File: src/rtl/spi_eeprom_pkg.sv
package spi_eeprom_pkg;
    timeunit 1ns;
    timeprecision 1ps;

    localparam logic [7:0] OP_READ  = 8'h03;
    localparam logic [7:0] OP_WRITE = 8'h02;
    localparam logic [7:0] OP_WREN  = 8'h06;
    localparam logic [7:0] OP_RDSR  = 8'h05;

    typedef enum logic [3:0] {
        S_IDLE,
        S_WREN,
        S_WR_OP,
        S_WR_AH,
        S_WR_AL,
        S_WR_DATA,
        S_POLL_OP,
        S_POLL_VAL,
        S_RD_OP,
        S_RD_AH,
        S_RD_AL,
        S_RD_DATA,
        S_GAP,
        S_FINISH
    } host_state_t;
endpackage

File: src/rtl/spi_byte_shifter.sv
module spi_byte_shifter #(
    parameter int HALF_DIV = 2
) (
    input  logic       clk,
    input  logic       rst_n,
    input  logic       start,
    input  logic [7:0] tx_byte,
    input  logic       miso,
    output logic       busy,
    output logic       done,
    output logic       sclk,
    output logic       mosi,
    output logic [7:0] rx_byte
);
    timeunit 1ns;
    timeprecision 1ps;

    localparam int CW = (HALF_DIV > 1) ? $clog2(HALF_DIV) : 1;
    localparam logic [CW-1:0] DIV_LAST = CW'(HALF_DIV - 1);

    logic [CW-1:0] div_q;
    logic [2:0]    bit_q;
    logic [7:0]    sh_q;
    logic [7:0]    rx_q;
    logic          act_q;
    logic          sclk_q;
    logic          done_q;

    always_ff @(posedge clk or negedge rst_n) begin
        if (!rst_n) begin
            div_q  <= '0;
            bit_q  <= '0;
            sh_q   <= '0;
            rx_q   <= '0;
            act_q  <= 1'b0;
            sclk_q <= 1'b0;
            done_q <= 1'b0;
        end else begin
            done_q <= 1'b0;
            if (!act_q) begin
                if (start) begin
                    act_q <= 1'b1;
                    sh_q  <= tx_byte;
                    bit_q <= '0;
                    div_q <= '0;
                end
            end else if (div_q == DIV_LAST) begin
                div_q <= '0;
                if (!sclk_q) begin
                    sclk_q <= 1'b1;
                    rx_q   <= {rx_q[6:0], miso};
                end else begin
                    sclk_q <= 1'b0;
                    sh_q   <= {sh_q[6:0], 1'b0};
                    bit_q  <= bit_q + 3'd1;
                    if (bit_q == 3'd7) begin
                        act_q  <= 1'b0;
                        done_q <= 1'b1;
                    end
                end
            end else begin
                div_q <= div_q + CW'(1);
            end
        end
    end

    assign busy    = act_q;
    assign done    = done_q;
    assign sclk    = sclk_q;
    assign mosi    = act_q ? sh_q[7] : 1'b0;
    assign rx_byte = rx_q;
endmodule

File: src/rtl/spi_page_span.sv
module spi_page_span #(
    parameter int LEN_W      = 16,
    parameter int PAGE_BYTES = 32,
    localparam int PW        = $clog2(PAGE_BYTES)
) (
    input  logic [PW-1:0]    offset,
    input  logic [LEN_W-1:0] remain,
    output logic [LEN_W-1:0] chunk
);
    timeunit 1ns;
    timeprecision 1ps;

    logic [LEN_W-1:0] room;

    always_comb begin
        room  = LEN_W'(PAGE_BYTES) - LEN_W'(offset);
        chunk = (remain < room) ? remain : room;
    end
endmodule

File: src/rtl/spi_eeprom_host.sv
module spi_eeprom_host
    import spi_eeprom_pkg::*;
#(
    parameter int ADDR_W     = 13,
    parameter int LEN_W      = 16,
    parameter int HALF_DIV   = 2,
    parameter int PAGE_BYTES = 32
) (
    input  logic              clk,
    input  logic              rst_n,
    input  logic              cmd_valid,
    output logic              cmd_ready,
    input  logic              cmd_write,
    input  logic [ADDR_W-1:0] cmd_addr,
    input  logic [LEN_W-1:0]  cmd_len,
    input  logic [7:0]        wr_data,
    input  logic              wr_valid,
    output logic              wr_ready,
    output logic [7:0]        rd_data,
    output logic              rd_valid,
    output logic              busy,
    output logic              done,
    output logic              spi_cs_n,
    output logic              spi_sclk,
    output logic              spi_mosi,
    input  logic              spi_miso
);
    timeunit 1ns;
    timeprecision 1ps;

    localparam int GAP_CYC = 2 * HALF_DIV;
    localparam int GW      = $clog2(GAP_CYC + 1);
    localparam int PW      = $clog2(PAGE_BYTES);
    localparam logic [GW-1:0] GAP_LAST = GW'(GAP_CYC - 1);

    host_state_t       state_q, state_d;
    host_state_t       ret_q, ret_d;
    logic [ADDR_W-1:0] addr_q;
    logic [LEN_W-1:0]  rem_q;
    logic [LEN_W-1:0]  chunk_q;
    logic [LEN_W-1:0]  span;
    logic [GW-1:0]     gap_q;
    logic              issued_q;

    logic       byte_state;
    logic [7:0] tx_byte;
    logic [15:0] addr_frame;
    logic       eng_start, eng_busy, eng_done;
    logic [7:0] eng_rx;

    assign addr_frame = 16'(addr_q);

    spi_byte_shifter #(.HALF_DIV(HALF_DIV)) u_shift (
        .clk     (clk),
        .rst_n   (rst_n),
        .start   (eng_start),
        .tx_byte (tx_byte),
        .miso    (spi_miso),
        .busy    (eng_busy),
        .done    (eng_done),
        .sclk    (spi_sclk),
        .mosi    (spi_mosi),
        .rx_byte (eng_rx)
    );

    spi_page_span #(.LEN_W(LEN_W), .PAGE_BYTES(PAGE_BYTES)) u_span (
        .offset (addr_q[PW-1:0]),
        .remain (rem_q),
        .chunk  (span)
    );

    // byte selection and engine launch
    always_comb begin
        byte_state = 1'b1;
        tx_byte    = 8'h00;
        unique case (state_q)
            S_WREN:     tx_byte = OP_WREN;
            S_WR_OP:    tx_byte = OP_WRITE;
            S_RD_OP:    tx_byte = OP_READ;
            S_POLL_OP:  tx_byte = OP_RDSR;
            S_WR_AH,
            S_RD_AH:    tx_byte = addr_frame[15:8];
            S_WR_AL,
            S_RD_AL:    tx_byte = addr_frame[7:0];
            S_WR_DATA:  tx_byte = wr_data;
            S_POLL_VAL,
            S_RD_DATA:  tx_byte = 8'h00;
            default:    byte_state = 1'b0;
        endcase
        wr_ready  = (state_q == S_WR_DATA) && !issued_q && !eng_busy;
        eng_start = byte_state && !issued_q && !eng_busy &&
                    ((state_q != S_WR_DATA) || wr_valid);
    end

    // next-state logic
    always_comb begin
        state_d = state_q;
        ret_d   = ret_q;
        unique case (state_q)
            S_IDLE: begin
                if (cmd_valid) begin
                    if (cmd_len == '0)  state_d = S_FINISH;
                    else if (cmd_write) state_d = S_WREN;
                    else                state_d = S_RD_OP;
                end
            end
            S_WREN: begin
                if (eng_done) begin
                    state_d = S_GAP;
                    ret_d   = S_WR_OP;
                end
            end
            S_WR_OP:   if (eng_done) state_d = S_WR_AH;
            S_WR_AH:   if (eng_done) state_d = S_WR_AL;
            S_WR_AL:   if (eng_done) state_d = S_WR_DATA;
            S_WR_DATA: begin
                if (eng_done && chunk_q == LEN_W'(1)) begin
                    state_d = S_GAP;
                    ret_d   = S_POLL_OP;
                end
            end
            S_POLL_OP: if (eng_done) state_d = S_POLL_VAL;
            S_POLL_VAL: begin
                if (eng_done) begin
                    state_d = S_GAP;
                    if (eng_rx[0])          ret_d = S_POLL_OP;
                    else if (rem_q == '0)   ret_d = S_FINISH;
                    else                    ret_d = S_WREN;
                end
            end
            S_RD_OP:   if (eng_done) state_d = S_RD_AH;
            S_RD_AH:   if (eng_done) state_d = S_RD_AL;
            S_RD_AL:   if (eng_done) state_d = S_RD_DATA;
            S_RD_DATA: begin
                if (eng_done && rem_q == LEN_W'(1)) begin
                    state_d = S_GAP;
                    ret_d   = S_FINISH;
                end
            end
            S_GAP:     if (gap_q == GAP_LAST) state_d = ret_q;
            S_FINISH:  state_d = S_IDLE;
            default:   state_d = S_IDLE;
        endcase
    end

    // state register and datapath
    always_ff @(posedge clk or negedge rst_n) begin
        if (!rst_n) begin
            state_q  <= S_IDLE;
            ret_q    <= S_IDLE;
            addr_q   <= '0;
            rem_q    <= '0;
            chunk_q  <= '0;
            gap_q    <= '0;
            issued_q <= 1'b0;
        end else begin
            state_q <= state_d;
            ret_q   <= ret_d;
            if (eng_done)       issued_q <= 1'b0;
            else if (eng_start) issued_q <= 1'b1;
            gap_q <= (state_q == S_GAP) ? gap_q + GW'(1) : '0;
            if (state_q == S_IDLE && cmd_valid) begin
                addr_q <= cmd_addr;
                rem_q  <= cmd_len;
            end
            if (state_q == S_WR_OP && eng_start)
                chunk_q <= span;
            if (eng_done && (state_q == S_WR_DATA || state_q == S_RD_DATA)) begin
                addr_q <= addr_q + ADDR_W'(1);
                rem_q  <= rem_q - LEN_W'(1);
            end
            if (eng_done && state_q == S_WR_DATA)
                chunk_q <= chunk_q - LEN_W'(1);
        end
    end

    // outputs
    always_comb begin
        spi_cs_n  = !byte_state;
        cmd_ready = (state_q == S_IDLE);
        busy      = (state_q != S_IDLE);
        done      = (state_q == S_FINISH);
        rd_valid  = eng_done && (state_q == S_RD_DATA);
        rd_data   = eng_rx;
    end
endmodule

File: config.mk
export PLATFORM = sky130hd
export DESIGN_NAME = spi_eeprom_host
export DESIGN_NICKNAME = d
export VERILOG_FILES = /design/src/rtl/spi_eeprom_pkg.sv /design/src/rtl/spi_byte_shifter.sv /design/src/rtl/spi_page_span.sv /design/src/rtl/spi_eeprom_host.sv
export SDC_FILE = /design/constraint.sdc
export NUM_CORES = 1
export LEC_CHECK = 0
export ABC_AREA = 1
export BUFFER_PORTS_ARGS = -buffer_cell sky130_fd_sc_hd__buf_4
export CORE_ASPECT_RATIO = 1.75
export CORE_MARGIN = 3
export CORE_UTILIZATION = 50
export CTS_CLUSTER_SIZE = 25
export DETAILED_ROUTE_END_ITERATION = 6
export PLACE_DENSITY = 0.74
export RECOVER_POWER = 25
export SYNTH_ARGS = -nofsm -noshare
export SYNTH_HDL_FRONTEND = slang
export SYNTH_SLANG_ARGS = --single-unit
export TNS_END_PERCENT = 20
File: constraint.sdc
create_clock -name clk -period 3.04 [get_ports clk]
set_input_delay 0.304 -clock clk [delete_from_list [all_inputs] [get_ports clk]]
set_output_delay 0.304 -clock clk [all_outputs]
set_load 0.02 [all_outputs]
==> impl_metrics.env <==
export IMPL_ys_flop_type="dfrtp_1"
export IMPL_post_place_ws_ns=0.6910
export IMPL_cts_resized=0
export IMPL_synthesis_area_sq_um=5258
export IMPL_fin_crit_ns=2.356
export IMPL_initial_core_util_pct=52.11
export IMPL_leakage_nw=3.007
export IMPL_wire_per_inst_um=15.31
export IMPL_drt_iter0_drc=312
export IMPL_path_class="reg2reg"
export IMPL_post_dp_hpwl_um=10600
export IMPL_antenna_found_initial=0
export IMPL_synth_net_count=776
export IMPL_p_total_mw=5.991
export IMPL_hold_viol=0
export IMPL_grt_overflow=0
export IMPL_fin_util_pct=60.16
export IMPL_die_h_um=141.7
export IMPL_ys_ff_latch=80
export IMPL_status="complete, but fails checks"
export IMPL_cts_buffers=9
export IMPL_dr_pass1_iters=5
export IMPL_period_share_pct=77.49
export IMPL_seq_power_share_pct=34.2
export IMPL_worst_pin_slew_ns=2.046
export IMPL_cts_tree="built"
export IMPL_multi_input_area_sq_um=2821
export IMPL_slowest_delay_ns=0.43
export IMPL_core_sq_um=10090
export IMPL_ys_seq_area_share_pct=38.08
export IMPL_hold_path_class="in2reg"
export IMPL_max_cap_violations=1
export IMPL_tns_ns=0
export IMPL_maxClockFrequency_ghz=0.4245
export IMPL_clockBufferDepth=2
export IMPL_fill_cells=950
export IMPL_pwr_density_cell_nw_per_um2=987.1
export IMPL_crit_fanout=7
export IMPL_areaGrowthSynthToFinish_pct=15.45
export IMPL_syn_inst=717
export IMPL_clk_pin_slew_ns=0.07
export IMPL_fin_cells=902
export IMPL_boundaryPins=59
export IMPL_switchingPower_mw=2.759
export IMPL_cp_arrival_ns=2.62
export IMPL_worstPathRequired_ns=3.31
export IMPL_die_w_um=83.52
export IMPL_wl_um=13810
export IMPL_drv_slew=81
export IMPL_synthDistinctLibCells=44
export IMPL_drt_vias_per_instance=5.512
export IMPL_rows=48
export IMPL_grt_pass1_vias=5025
export IMPL_rsz0062_at_grt="no"
export IMPL_combPwrFrac_pct=46.6
export IMPL_antennaDiodeCount=0
export IMPL_port_buffers=58
export IMPL_setup_slack_ns=0.6843
export IMPL_cp_cell_sequence="inv_1 -> ha_1 -> nand3_1 -> xor2_1 -> inv_1 -> ha_1 -> a21oi_1 -> nand2_1 -> nor3_4 -> nand2_1 -> nand2_1 -> nand3_1 -> a21oi_1"
export IMPL_grt_pass1_wl_um=23280
export IMPL_synth_avg_cell_area_sq_um=7.333
export IMPL_placed_cell_area_sq_um=5757
export IMPL_async_reset_ff_share_pct=100.0
export IMPL_setup_viol=0
export IMPL_postCtsSetupRepairBufs=0
export IMPL_nets=831
export IMPL_end_kind="flip-flop"
export IMPL_hold_slack_ns=0.1918
export IMPL_drtAntennaViolNets=0
export IMPL_swShare_pct=46.04
export IMPL_hold_buffers=0
export IMPL_via_count=4972
export IMPL_placed_cells_incl_taps=886
export IMPL_relSlewSlack_pct=-36.42
export IMPL_dieArea_sq_um=11830
export IMPL_cts_sinks=80
export IMPL_drive_gt1_share_pct=15.19
export IMPL_clock_latency_ns=0.35
export IMPL_grt_max_degree=81
export IMPL_yosys_warnings=0
export IMPL_slowest_stage="dfrtp_1"
export IMPL_violations="max-capacitance violations, max-slew violations"
export IMPL_grtUsageTotal_pct=24.32
export IMPL_cts_max_level=3
export IMPL_start_kind="flip-flop"
export IMPL_root_buffer="clkbuf_16"
export IMPL_clkPwrFrac_pct=19.1
export IMPL_drc=0
export IMPL_finClkSkew_ns=0.009217
export IMPL_p_int_mw=3.233
export IMPL_final_seq_area_sq_um=2002
export IMPL_stdcell_area_sq_um=6070
export IMPL_peakVddDrop_uv=557.5
export IMPL_gp_congestion=0.8895
export IMPL_cp_common_cell="nand2_1"
export IMPL_synth_edf_count=0
## cell type report
| class | instances | share of cell area, % |
|---|---|---|
| Inverter | 85 | 5.380 |
| Clock inverter | 6 | 1.257 |
| Tap cell | 125 | 2.577 |
| Sequential cell | 80 | 32.98 |
| Timing Repair Buffer | 60 | 7.380 |
| Multi-Input combinational cell | 536 | 46.49 |
| Clock buffer | 10 | 3.937 |
## power by group through the flow
| stage | clock (mW) | combinational (mW) | sequential, mW |
|---|---|---|---|
| 3_5_place_dp | 0 | 2.79 | 2.06 |
| 6_report | 1.15 | 2.79 | 2.05 |
| 3_3_place_gp | 0 | 2.70 | 2.03 |
| 2_1_floorplan | 0 | 2.10 | 1.96 |
| 5_1_grt | 1.21 | 3.17 | 2.13 |
| 4_1_cts | 1.16 | 2.81 | 2.05 |
## worst max-delay path, delay by kind of cell (launching register included)
family | cells | cell delay, ns
simple gates | 6 | 0.76
flops | 1 | 0.43
fa+ha+maj | 2 | 0.37
compound gates | 2 | 0.27
buf+inv | 2 | 0.24
xor+xnor | 1 | 0.21
## synthesized netlist by cell type (all sizes together), types with 2 or more instances
cell,n,area share [%]
nor4,3,0.36
o21ai,49,4.7
xnor2,3,0.50
nor3b,2,0.29
o221ai,5,0.83
o211ai,8,1.2
nand3,57,5.7
nor2,92,7.9
inv,85,6.2
nor3,10,1.2
and3,2,0.24
or2,2,0.24
nand3b,2,0.29
o22ai,7,0.83
xor2,13,2.2
a21oi,45,4.8
nand4,7,1.1
nand2,200,16
clkbuf,4,0.29
o31ai,2,0.29
a22oi,8,1.1
ha,16,3.8
dfrtp,80,38
buf,12,1.8
## logic make-up after synthesis
logic type / share of synthesized area [%]
DFF: 38.08
and+or+nand+nor: 32.89
adders and majority gates: 3.808
xor gates and xnor gates: 2.666
AOI/OAI and AO/OA: 14.30
buffers and inverters: 8.258
## placed cells by master (no fill, tap or decap), drive strengths merged, types with 2 or more instances in the layout
| cell type | n |
|---|---|
| and3 | 2 |
| clkinvlp | 2 |
| nor4 | 3 |
| ha | 16 |
| xnor2 | 3 |
| nand4 | 7 |
| a21oi | 45 |
| o22ai | 7 |
| nand2 | 200 |
| nand3 | 57 |
| a22oi | 8 |
| o221ai | 5 |
| nor2 | 92 |
| o21ai | 49 |
| o31ai | 2 |
| clkbuf | 11 |
| dfrtp | 80 |
| xor2 | 13 |
| nor3b | 2 |
| nor3 | 10 |
| inv | 87 |
| or2 | 2 |
| nand3b | 2 |
| buf | 59 |
| o211ai | 8 |
## sequential cells by signal, summed over array words and instances, names as in the netlist
signal           cells
u_shift.sclk         1
u_shift.div_q        1
u_shift.sh_q         8
ret_q                4
state_q              4
u_shift.rx_byte      8
chunk_q             16
rem_q               16
addr_q              13
u_shift.busy         1
issued_q             1
u_shift.bit_q        3
u_shift.done         1
gap_q                3
## layer usage
layer	global-route usage (%)	vias to the layer above	part of all wire (%)
li1	-	2461	-
met4	12.54	0	4.2
met3	3.254	46	3.9
met1	26.81	2315	38
met5	0	-	0
met2	45.09	150	54
## path summary, 6_finish.rpt
path	slack, ns	from	end	depth (start not counted)
worst max-delay path	0.68	addr_q[0]$_DFFE_PN0P_	chunk_q[1]$_DFFE_PN0P_	13
worst min-delay path	0.19	cmd_addr[4]	addr_q[4]$_DFFE_PN0P_	3
worst max register to register	0.68	addr_q[0]$_DFFE_PN0P_	chunk_q[1]$_DFFE_PN0P_	13
worst min register to register	0.44	gap_q[0]$_DFF_PN0_	gap_q[0]$_DFF_PN0_	1
max in group asynchronous	1.29	rst_n	rem_q[10]$_DFFE_PN0P_	1
min in group asynchronous	0.55	rst_n	gap_q[0]$_DFF_PN0_	1
Power figures use the tool's default switching activity.
